$ cat config.mk
export PLATFORM = sky130hd
export DESIGN_NAME = parity_array_engine
export DESIGN_NICKNAME = d
export VERILOG_FILES = /design/src/rtl/parity_array_engine.sv
export SDC_FILE = /design/constraint.sdc
export NUM_CORES = 1
export LEC_CHECK = 0
export BUFFER_PORTS_ARGS = -buffer_cell sky130_fd_sc_hd__buf_4
export CAP_MARGIN = 5
export CORE_MARGIN = 2
export CORE_UTILIZATION = 45
export CTS_BUF_LIST = sky130_fd_sc_hd__clkbuf_8
export DETAILED_ROUTE_END_ITERATION = 10
export PLACE_DENSITY = 0.68
export SLEW_MARGIN = 5
export SYNTH_ARGS = -nofsm -noshare
export SYNTH_HDL_FRONTEND = slang
export SYNTH_SLANG_ARGS = --single-unit
$ cat constraint.sdc
create_clock -name clk -period 16.5 [get_ports clk]
set_clock_uncertainty 0.2 [all_clocks]
set_input_delay 3.3 -clock clk [delete_from_list [all_inputs] [get_ports clk]]
set_output_delay 3.3 -clock clk [all_outputs]
set_load 0.05 [all_outputs]
$ cat src/rtl/parity_array_engine.sv
module parity_array_engine #(
  parameter int N  = 5,
  parameter int DW = 16,
  parameter int SW = 12,
  localparam int IW = $clog2(N)
) (
  input  logic          clk,
  input  logic          rst_n,
  input  logic          cfg_rotate,
  input  logic          cfg_degraded,
  input  logic          fail_valid,
  input  logic [IW-1:0] fail_disk,
  input  logic          req_valid,
  output logic          req_ready,
  input  logic [1:0]    req_op,
  input  logic [SW-1:0] req_strip,
  input  logic [DW-1:0] req_data,
  input  logic          dat_valid,
  output logic          dat_ready,
  input  logic [DW-1:0] dat_in,
  output logic          dsk_valid,
  input  logic          dsk_ready,
  output logic          dsk_we,
  output logic [IW-1:0] dsk_id,
  output logic [SW-1:0] dsk_row,
  output logic [DW-1:0] dsk_wdata,
  input  logic          dsk_rvalid,
  input  logic [DW-1:0] dsk_rdata,
  output logic          rsp_valid,
  output logic          rsp_err,
  output logic [DW-1:0] rsp_data,
  output logic          failed,
  output logic [IW-1:0] failed_id,
  output logic          unrecoverable
);
  typedef enum logic [2:0] {S_IDLE, S_RD, S_FULL, S_WR, S_DONE} st_t;
  localparam logic [N-1:0] ALL = {N{1'b1}};

  st_t st;
  logic [N-1:0]  rmask;
  logic          wait_r, wdat, wpar, fdeg;
  logic [DW-1:0] acc, newd;
  logic [IW-1:0] pd, dd, cnt, rd_id;
  logic [SW-1:0] row;

  function automatic logic [IW-1:0] par_of(input logic [SW-1:0] r, input logic rot);
    logic [SW-1:0] m;
    m = r % SW'(N);
    return rot ? IW'(SW'(N-1) - m) : IW'(N-1);
  endfunction

  function automatic logic [IW-1:0] data_of(input logic [IW-1:0] i, input logic [IW-1:0] p);
    return (i < p) ? i : i + IW'(1);
  endfunction

  wire [SW-1:0] a_row = (req_op == 2'd2) ? req_strip : req_strip / SW'(N-1);
  wire [IW-1:0] a_idx = IW'(req_strip % SW'(N-1));
  wire [IW-1:0] a_par = par_of(a_row, cfg_rotate);
  wire [IW-1:0] a_dat = data_of(a_idx, a_par);
  wire          d_hit = failed && failed_id == a_dat;
  wire          p_hit = failed && failed_id == a_par;
  wire [N-1:0]  dbit  = N'(1) << a_dat;
  wire [N-1:0]  pbit  = N'(1) << a_par;

  logic hit;
  always_comb
    case (req_op)
      2'd0:    hit = d_hit;
      2'd1:    hit = d_hit || p_hit;
      default: hit = failed;
    endcase
  wire bad = (req_op == 2'd3) || unrecoverable || (hit && !cfg_degraded);

  always_comb begin
    rd_id = '0;
    for (int k = N-1; k >= 0; k--)
      if (rmask[k]) rd_id = IW'(k);
  end

  wire [IW-1:0] f_dat  = data_of(cnt, pd);
  wire          f_skip = fdeg && failed_id == f_dat;

  assign req_ready = (st == S_IDLE);
  assign rsp_valid = (st == S_DONE);
  assign rsp_data  = acc;
  assign dsk_row   = row;
  assign dsk_we    = (st != S_RD);
  assign dat_ready = (st == S_FULL) && (f_skip || dsk_ready);
  assign dsk_valid = (st == S_RD   && rmask != '0 && !wait_r) ||
                     (st == S_FULL && dat_valid && !f_skip) ||
                     (st == S_WR   && (wdat || wpar));
  assign dsk_id    = (st == S_RD) ? rd_id : (st == S_FULL) ? f_dat : (wdat ? dd : pd);
  assign dsk_wdata = (st == S_FULL) ? dat_in : (wdat ? newd : acc);

  always_ff @(posedge clk) begin
    if (!rst_n) begin
      st <= S_IDLE; failed <= 1'b0; failed_id <= '0; unrecoverable <= 1'b0;
      rmask <= '0; wait_r <= 1'b0; wdat <= 1'b0; wpar <= 1'b0; fdeg <= 1'b0;
      acc <= '0; newd <= '0; pd <= '0; dd <= '0; cnt <= '0; row <= '0; rsp_err <= 1'b0;
    end else begin
      if (fail_valid) begin
        if (!failed) begin
          failed <= 1'b1; failed_id <= fail_disk;
        end else if (fail_disk != failed_id) unrecoverable <= 1'b1;
      end
      case (st)
        S_IDLE: if (req_valid) begin
          row <= a_row; pd <= a_par; dd <= a_dat; rsp_err <= bad;
          acc <= '0; newd <= req_data; cnt <= '0; wait_r <= 1'b0;
          fdeg <= failed && cfg_degraded;
          if (bad) st <= S_DONE;
          else if (req_op == 2'd0) begin
            rmask <= d_hit ? (ALL & ~dbit) : dbit;
            wdat <= 1'b0; wpar <= 1'b0; st <= S_RD;
          end else if (req_op == 2'd1) begin
            acc <= req_data; st <= S_RD;
            if (p_hit)      begin rmask <= '0;                  wdat <= 1'b1; wpar <= 1'b0; end
            else if (d_hit) begin rmask <= ALL & ~dbit & ~pbit; wdat <= 1'b0; wpar <= 1'b1; end
            else            begin rmask <= dbit | pbit;         wdat <= 1'b1; wpar <= 1'b1; end
          end else begin
            rmask <= '0; wdat <= 1'b0; wpar <= !p_hit; st <= S_FULL;
          end
        end
        S_RD: begin
          if (dsk_valid && dsk_ready) begin
            rmask  <= rmask & ~(N'(1) << rd_id);
            wait_r <= 1'b1;
          end
          if (wait_r && dsk_rvalid) begin
            acc <= acc ^ dsk_rdata; wait_r <= 1'b0;
          end
          if (rmask == '0 && !wait_r) st <= S_WR;
        end
        S_FULL: if (dat_valid && dat_ready) begin
          acc <= acc ^ dat_in; cnt <= cnt + IW'(1);
          if (cnt == IW'(N-2)) st <= S_WR;
        end
        S_WR: begin
          if (dsk_valid && dsk_ready) begin
            if (wdat) wdat <= 1'b0;
            else      wpar <= 1'b0;
          end
          if (!wdat && !wpar) st <= S_DONE;
        end
        default: st <= S_IDLE;
      endcase
    end
  end
endmodule


==> results of run 1 <==
[path summary, 6_finish.rpt]
path	startpoint	end	slack, ns
setup reg to reg	pd[1]$_SDFFE_PN0P_	rsp_data[15]$_SDFFE_PN0P_	12.27
hold / removal	newd[13]$_SDFFE_PN0P_	newd[13]$_SDFFE_PN0P_	0.26
setup / recovery	req_op[0]	rmask[1]$_SDFFE_PN0P_	4.06
hold reg to reg	newd[13]$_SDFFE_PN0P_	newd[13]$_SDFFE_PN0P_	0.26
[through the flow]
stage               area (um2)  hold slack (ns)
finish                    7403           0.2574
global route              7403           0.2740
CTS                       7403           0.2597
detailed placement        7184           0.2477
global placement          7184           0.2417
floorplan                 6165           0.2322
[registers in the layout, summed over array words and instances (netlist names), 3 cells and up]
register	count
newd	16
rsp_data	16
dsk_row	12
rmask	5
cnt	3
dd	3
failed_id	3
pd	3
st	3
[power breakdown]
part / switching [mW] / internal [mW] / total (mW)
Clock: 0.0719 / 0.0887 / 0.161
Combinational: 0.480 / 0.251 / 0.730
Sequential: 0.0351 / 0.207 / 0.242
Total: 0.587 / 0.546 / 1.13
[routing by layer]
layer	GRT usage	wire, um
met1	0.3916	9051
met2	0.4235	8944
met3	0.03289	1555
met4	0.08067	386
met5	0	0
[layout by cell type, fill, tap and decap left out, types with 9 or more instances in the layout]
cell type    n
nand2b_1     9
nor2_1      83
o211ai_1    13
a21o_1      10
a41o_1      11
nand3_1     37
nor3_1      26
xor2_1      15
a31oi_1     22
o21ai_0     24
nand2_1    111
mux2i_1     28
clkbuf_8    10
inv_1       18
nand4_1     10
buf_4      139
ha_1        11
xnor2_1     11
a22oi_1     13
a21oi_1     74
dfxtp_1     71
a22o_1      10
a211oi_1    17
[critical path, delay by kind of cell]
family	cells	cell delay, ns
mux	3	0.73
buf+inv	3	0.48
compound gates	15	4.52
fa+ha+maj	4	1.13
xor+xnor	1	0.18
simple gates	10	2.20
[layout make-up]
| class | count | area [um2] |
|---|---|---|
| inverters | 21 | 78.83 |
| flip-flops and latches | 71 | 1421 |
| fillers | 1280 | 5892 |
| multi-input cells | 687 | 4420 |
| clock inverters | 5 | 81.33 |
| repair buffers | 139 | 1044 |
| well taps | 176 | 220.2 |
| clock buffers | 10 | 137.6 |
[logic make-up after synthesis]
kind of cell | after synthesis | synth area share
AO/OA/AOI/OAI | 287 | 0.3442
AND/OR/NAND/NOR | 330 | 0.2551
multiplexers | 32 | 0.05460
adder cells (fa/ha/maj) | 12 | 0.02395
buffers and inverters | 81 | 0.05460
flip-flops | 71 | 0.2306
XOR/XNOR | 26 | 0.03694
==> impl_results.md, run 1 <==
- Worst EP required: between 15 and 20 ns
- Setup total negative slack: 0 ns
- Die Wd: around 120 um
- Post-Synthesis Cell Area: approximately 6200 um2
- Cell taking the most area after synthesis: dfxtp_1
- Max Clk Rate: 80.40 MHz
- Clock net sink count: around 70
- Mapped Cells: roughly 840
- HP Class: flop to flop
- Final Max Tran Viols: 0
- Final GP Congestion: just under 1
- Post-CTS Resized: 0
- First-pass GRT wire length: approximately 32000 um
- CP max stage cell: o21ai_2
- DRT antenna net count: 0
- Async set-reset flop share out of synthesis: 0
- Worst r2r path cells: 15
- Setup crit start kind: input port
- Synth Warn #: 0
- Power per standard cell area: roughly 150 nW/um2
- Least-Margin Pin Slew: roughly 1.1 ns
- Setup slack at placement: ~3.8 ns
- CP arrival: between 10 and 15 ns
- Std cell rows: 42
- Clock Latency Late Sink: roughly 0.37 ns
- Final hold violations: 0
- Worst setup EP type: flop
- Post-route insts no fill: between 1000 and 1500
- CP dominant cell by count: ha_1
- Max FO, Critical Path: 27
- Post-synth top cells: nand2_1 (111), nor2_1 (83), a21oi_1 (74)
- Slowest stage delay, CP: approximately 0.75 ns
- I/O pin total: between 100 and 150
- Nets@finish: between 1000 and 1500
- Wire per inst: approximately 18 um
- Post-synth EDFFs: 0
- Yosys top cell area share: 0.2306
- Post-synthesis average cell area: 7.348 um2
- Setup violations, final: 0
- Most frequent cell after synthesis: nand2_1
- Final clock period utilization by the worst path: 0.7538
- Max VDD drop: about 0.00010 V
- Final setup margin: about 4 ns
- Hold path cells: 2
- Core Util, Final: 0.5568
- Initial DRC count: slightly below 600
- Post-synthesis cell type count: 94
- Vias/cell: between 6 and 7
- Die height: roughly 120 um
- Seq/Total Area, Yosys: 0.2306
- Synth Flop Type: dfxtp_1
- Top cells by area, synth: dfxtp_1 (23%), nand2_1 (6.8%), a21oi_1 (6.0%)
- CTS tree: yes
- H-tree Lvls: 3
- Hpwl dp: roughly 14000 um
- Tmin final: roughly 12 ns
- Core Area: roughly 13000 um2
- # hold bufs at CTS: 0
- Vias: ~7000
- Vias in the first global route: 6146
- Area delta synth->final: 20.09%
- Drt drc: 0
- Run status: finished clean
- Antenna diodes: 0
- Root buffer cell: clkbuf_8
- Initial core utilization: 0.4637
- Grt total ovfl: 0
- Total GRT Usage: 0.2718
- Total power: between 1 and 1.5 mW
- WL final: 19940 um
- MaxCap Viol Count: 0
- DR pass1 iterations: 5
- Die area: 14650 um2
- I/O Buffers: ~130
- Clock Path Buffers: 2
- Postcts setup bufs: 0
- RSZ-0062 raised after global routing: false
- Initial antenna violation count: 0
- CP Class: input port to flop
- Fraction of layout cells with a size suffix above 1: 0.2004
- Post-synthesis net count: just over 900
- Clock Pin Slew Worst Setup and Hold Paths: 0.08 ns
- Max-slew headroom: 0.2895
- Post-Place Cells: approximately 1100
- Largest net degree at the start of global routing: between 50 and 60
- #FFs+latches synth: 71
- P_leak: 3.043 nW
- Cts bufs inserted: 9
Note: power is estimated with default switching activity, not from simulation.
==> run 2, diff against run 1 <==
==> constraint.sdc (replaced) <==
create_clock -name clk -period 12.6 [get_ports clk]
set_clock_uncertainty 0.2 [all_clocks]
set_input_delay 2.52 -clock clk [delete_from_list [all_inputs] [get_ports clk]]
set_output_delay 2.52 -clock clk [all_outputs]
set_load 0.05 [all_outputs]
==> impl_results.md, run 2 (same netlist as run 1, synthesis figures left out) <==
- Slowest stage delay, CP: 0.53 ns (was 0.75 ns)
- RSZ-0062 raised after global routing: false (unchanged)
- Clock Pin Slew Worst Setup and Hold Paths: 0.08 ns (about the same)
- Fraction of layout cells with a size suffix above 1: 0.2009 (was 0.2004)
- Clock Path Buffers: 2 (unchanged)
- Initial antenna violation count: 0 (unchanged)
- Initial core utilization: 0.4637 (unchanged)
- DR pass1 iterations: 5 (unchanged)
- Final GP Congestion: 0.9388 (was 0.9722)
- Hold_sp: dsk_row[10]$_SDFFE_PN0P_ (was newd[13]$_SDFFE_PN0P_)
- Switching share of power: 0.5238 (was 0.5180)
- Final hold violations: 0 (unchanged)
- Power per standard cell area: 197.3 nW/um2 (was 153.0 nW/um2)
- Clock net sink count: 71 (unchanged)
- Total GRT Usage: 0.2756 (was 0.2718)
- Design Area, Final: 7396 um2 (was 7403 um2)
- Hpwl dp: 14290 um (was 14080 um)
- Final Max Tran Viols: 0 (unchanged)
- Wire per inst: 18.00 um (was 17.98 um)
- I/O Buffers: 131 (unchanged)
- Postcts setup bufs: 0 (unchanged)
- Worst EP required: 12.68 ns (was 16.62 ns)
- HP Class: flop to flop (unchanged)
- R2r setup slk: 8.47 ns (was 12.27 ns)
- CP max stage cell: nand2b_1 (was o21ai_2)
- P_int: 694.8 uW (was 546.1 uW)
- Sw Pwr: 764.2 uW (was 586.8 uW)
- Max-slew headroom: 0.2551 (was 0.2895)
- Power share of the combinational group: 0.655 (was 0.645)
- Worst r2r path cells: 15 (unchanged)
- Setup crit start kind: input port (unchanged)
- Cts bufs inserted: 9 (unchanged)
- Std cell rows: 42 (unchanged)
- Met3 usage: 0.04981 (was 0.03289)
- Final clock period utilization by the worst path: 0.9103
- Setup total negative slack: 0 ns (unchanged)
- Met2 GRT Util: 0.4270 (was 0.4235)
- Drt drc: 0 (unchanged)
- M1 GR Usage: 0.3893 (was 0.3916)
- CP Class: input port to flop (unchanged)
- Die area: 14650 um2 (unchanged)
- Vias/cell: 6.144 (was 6.212)
- Largest net degree at the start of global routing: 53 (unchanged)
- GRT busiest layer: met2 (unchanged)
- Share of power burned in registers: 0.217 (was 0.213)
- H-tree Lvls: 3 (unchanged)
- P_leak: 3.052 nW (was 3.043 nW)
- Clk network pwr share: 0.128 (was 0.142)
- CTS tree: yes (unchanged)
- DRT antenna net count: 0 (unchanged)
- Core Area: 13300 um2 (unchanged)
- Nets@finish: 1017 (was 1014)
- Initial DRC count: 521 (was 581)
- RR Endpoint: rsp_data[4]$_SDFFE_PN0P_ (was rsp_data[15]$_SDFFE_PN0P_)
- Max VDD drop: 0.0001230 V (was 0.0001011 V)
- First-pass GRT wire length: 32590 um (was 32300 um)
- Area delta synth->final: 19.97% (was 20.09%)
- MaxCap Viol Count: 0 (unchanged)
- Worst setup EP type: flop (unchanged)
- Post-CTS Resized: 0 (unchanged)
- Placed inst area: 7207 um2 (was 7184 um2)
- Max Clk Rate: 87.19 MHz
- Commonest non-fill, non-tap cell in the layout: buf_4 (unchanged)
- Max FO, Critical Path: 20 (was 27)
- CP arrival: 11.55 ns (was 12.55 ns)
- Clock Latency Late Sink: 0.37 ns (about the same)
- Die height: 121.0 um (unchanged)
- # hold bufs at CTS: 0 (unchanged)
- Grt total ovfl: 0 (unchanged)
- Run status: finished clean (unchanged)
- I/O pin total: 132 (unchanged)
- Antenna diodes: 0 (unchanged)
- Die Wd: 121.0 um (unchanged)
- Vias in the first global route: 6174 (was 6146)
- Root buffer cell: clkbuf_8 (unchanged)
- Reg-to-reg critical path startpoint: pd[1]$_SDFFE_PN0P_ (unchanged)
- WL final: 20020 um (was 19940 um)
- Least-Margin Pin Slew: 1.117 ns (was 1.066 ns)
- Commonest non-fill, non-tap cells in the layout: buf_4 (142), nand2_1 (111), nor2_1 (83) (was buf_4 (139), nand2_1 (111), nor2_1 (83))
- Hold path cells: 2 (unchanged)
- Vias: 6832 (was 6889)
- Min-Delay Endpoint: dsk_row[10]$_SDFFE_PN0P_ (was newd[13]$_SDFFE_PN0P_)
- Setup violations, final: 0 (unchanged)
- CP dominant cell by count: ha_1 (unchanged)
- Tmin final: around 11 ns
run 2: cell types whose count changed in the layout (fill, tap and decap cells not counted), sizes merged:
| cell | previous run | this run |
|---|---|---|
| clkinv | 3 | 4 |
| clkinvlp | 1 | 0 |
| bufinv | 2 | 1 |
| buf | 139 | 142 |
| inv | 20 | 21 |
run 2: cell type report:
cell class                 count  area (um2)
tap                          176       220.2
clock inverter                 5       51.30
fill                        1326        5899
clock buffer                  10       137.6
multi-input combinational    687        4420
timing repair buffer         142        1066
sequential                    71        1421
inverter                      21       78.83
run 2: worst max-delay path by stage:
stage | from | end | slack (ns)
4_1_cts | req_op[0] | wpar$_SDFFE_PN0P_ | 1.29
2_1_floorplan | req_op[0] | rmask[2]$_SDFFE_PN0P_ | 2.32
6_report | req_op[0] | wpar$_SDFFE_PN0P_ | 1.13
3_3_place_gp | req_op[0] | wpar$_SDFFE_PN0P_ | 1.03
5_1_grt | req_op[0] | wpar$_SDFFE_PN0P_ | 0.41
3_5_place_dp | req_op[0] | wpar$_SDFFE_PN0P_ | 0.94
run 2: power by group through the flow:
| stage | Combinational, mW | Clock (mW) | Sequential, mW |
|---|---|---|---|
| 2_1_floorplan | 0.637 | 0 | 0.393 |
| 5_1_grt | 1.03 | 0.201 | 0.324 |
| 4_1_cts | 0.953 | 0.192 | 0.316 |
| 6_report | 0.956 | 0.186 | 0.317 |
| 3_5_place_dp | 0.947 | 0 | 0.321 |
| 3_3_place_gp | 0.950 | 0 | 0.321 |
run 2: layer usage:
metal  vias up  share of wire  wire length (um)
li1       3359              -                 -
met1      3134           0.46              9157
met2       319           0.44              8875
met3        20          0.084              1691
met4         0          0.015               297
met5         -              0                 0
run 2: worst max-delay path, delay by kind of cell:
kind	cells	cell delay, ns
AOI/OAI and AO/OA	14	3.67
xor gates and xnor gates	1	0.17
adders and majority gates	4	1.14
buffers and inverters	4	0.85
muxes	3	0.72
and+or+nand+nor	11	2.46
run 2: per-stage QoR:
step	total power [mW]	hold WS (ns)	cells	util	worst slack (ns)
after floorplan	1.030	0.2322	839	-	2.318
after global placement	1.271	0.2414	1097	0.5421	1.033
after detailed placement	1.268	0.2478	1097	0.5421	0.9389
after CTS	1.461	0.2587	1112	0.5563	1.292
after global routing	1.555	0.2744	1112	0.5563	0.4100
final	1.459	0.2543	1112	0.5563	1.131
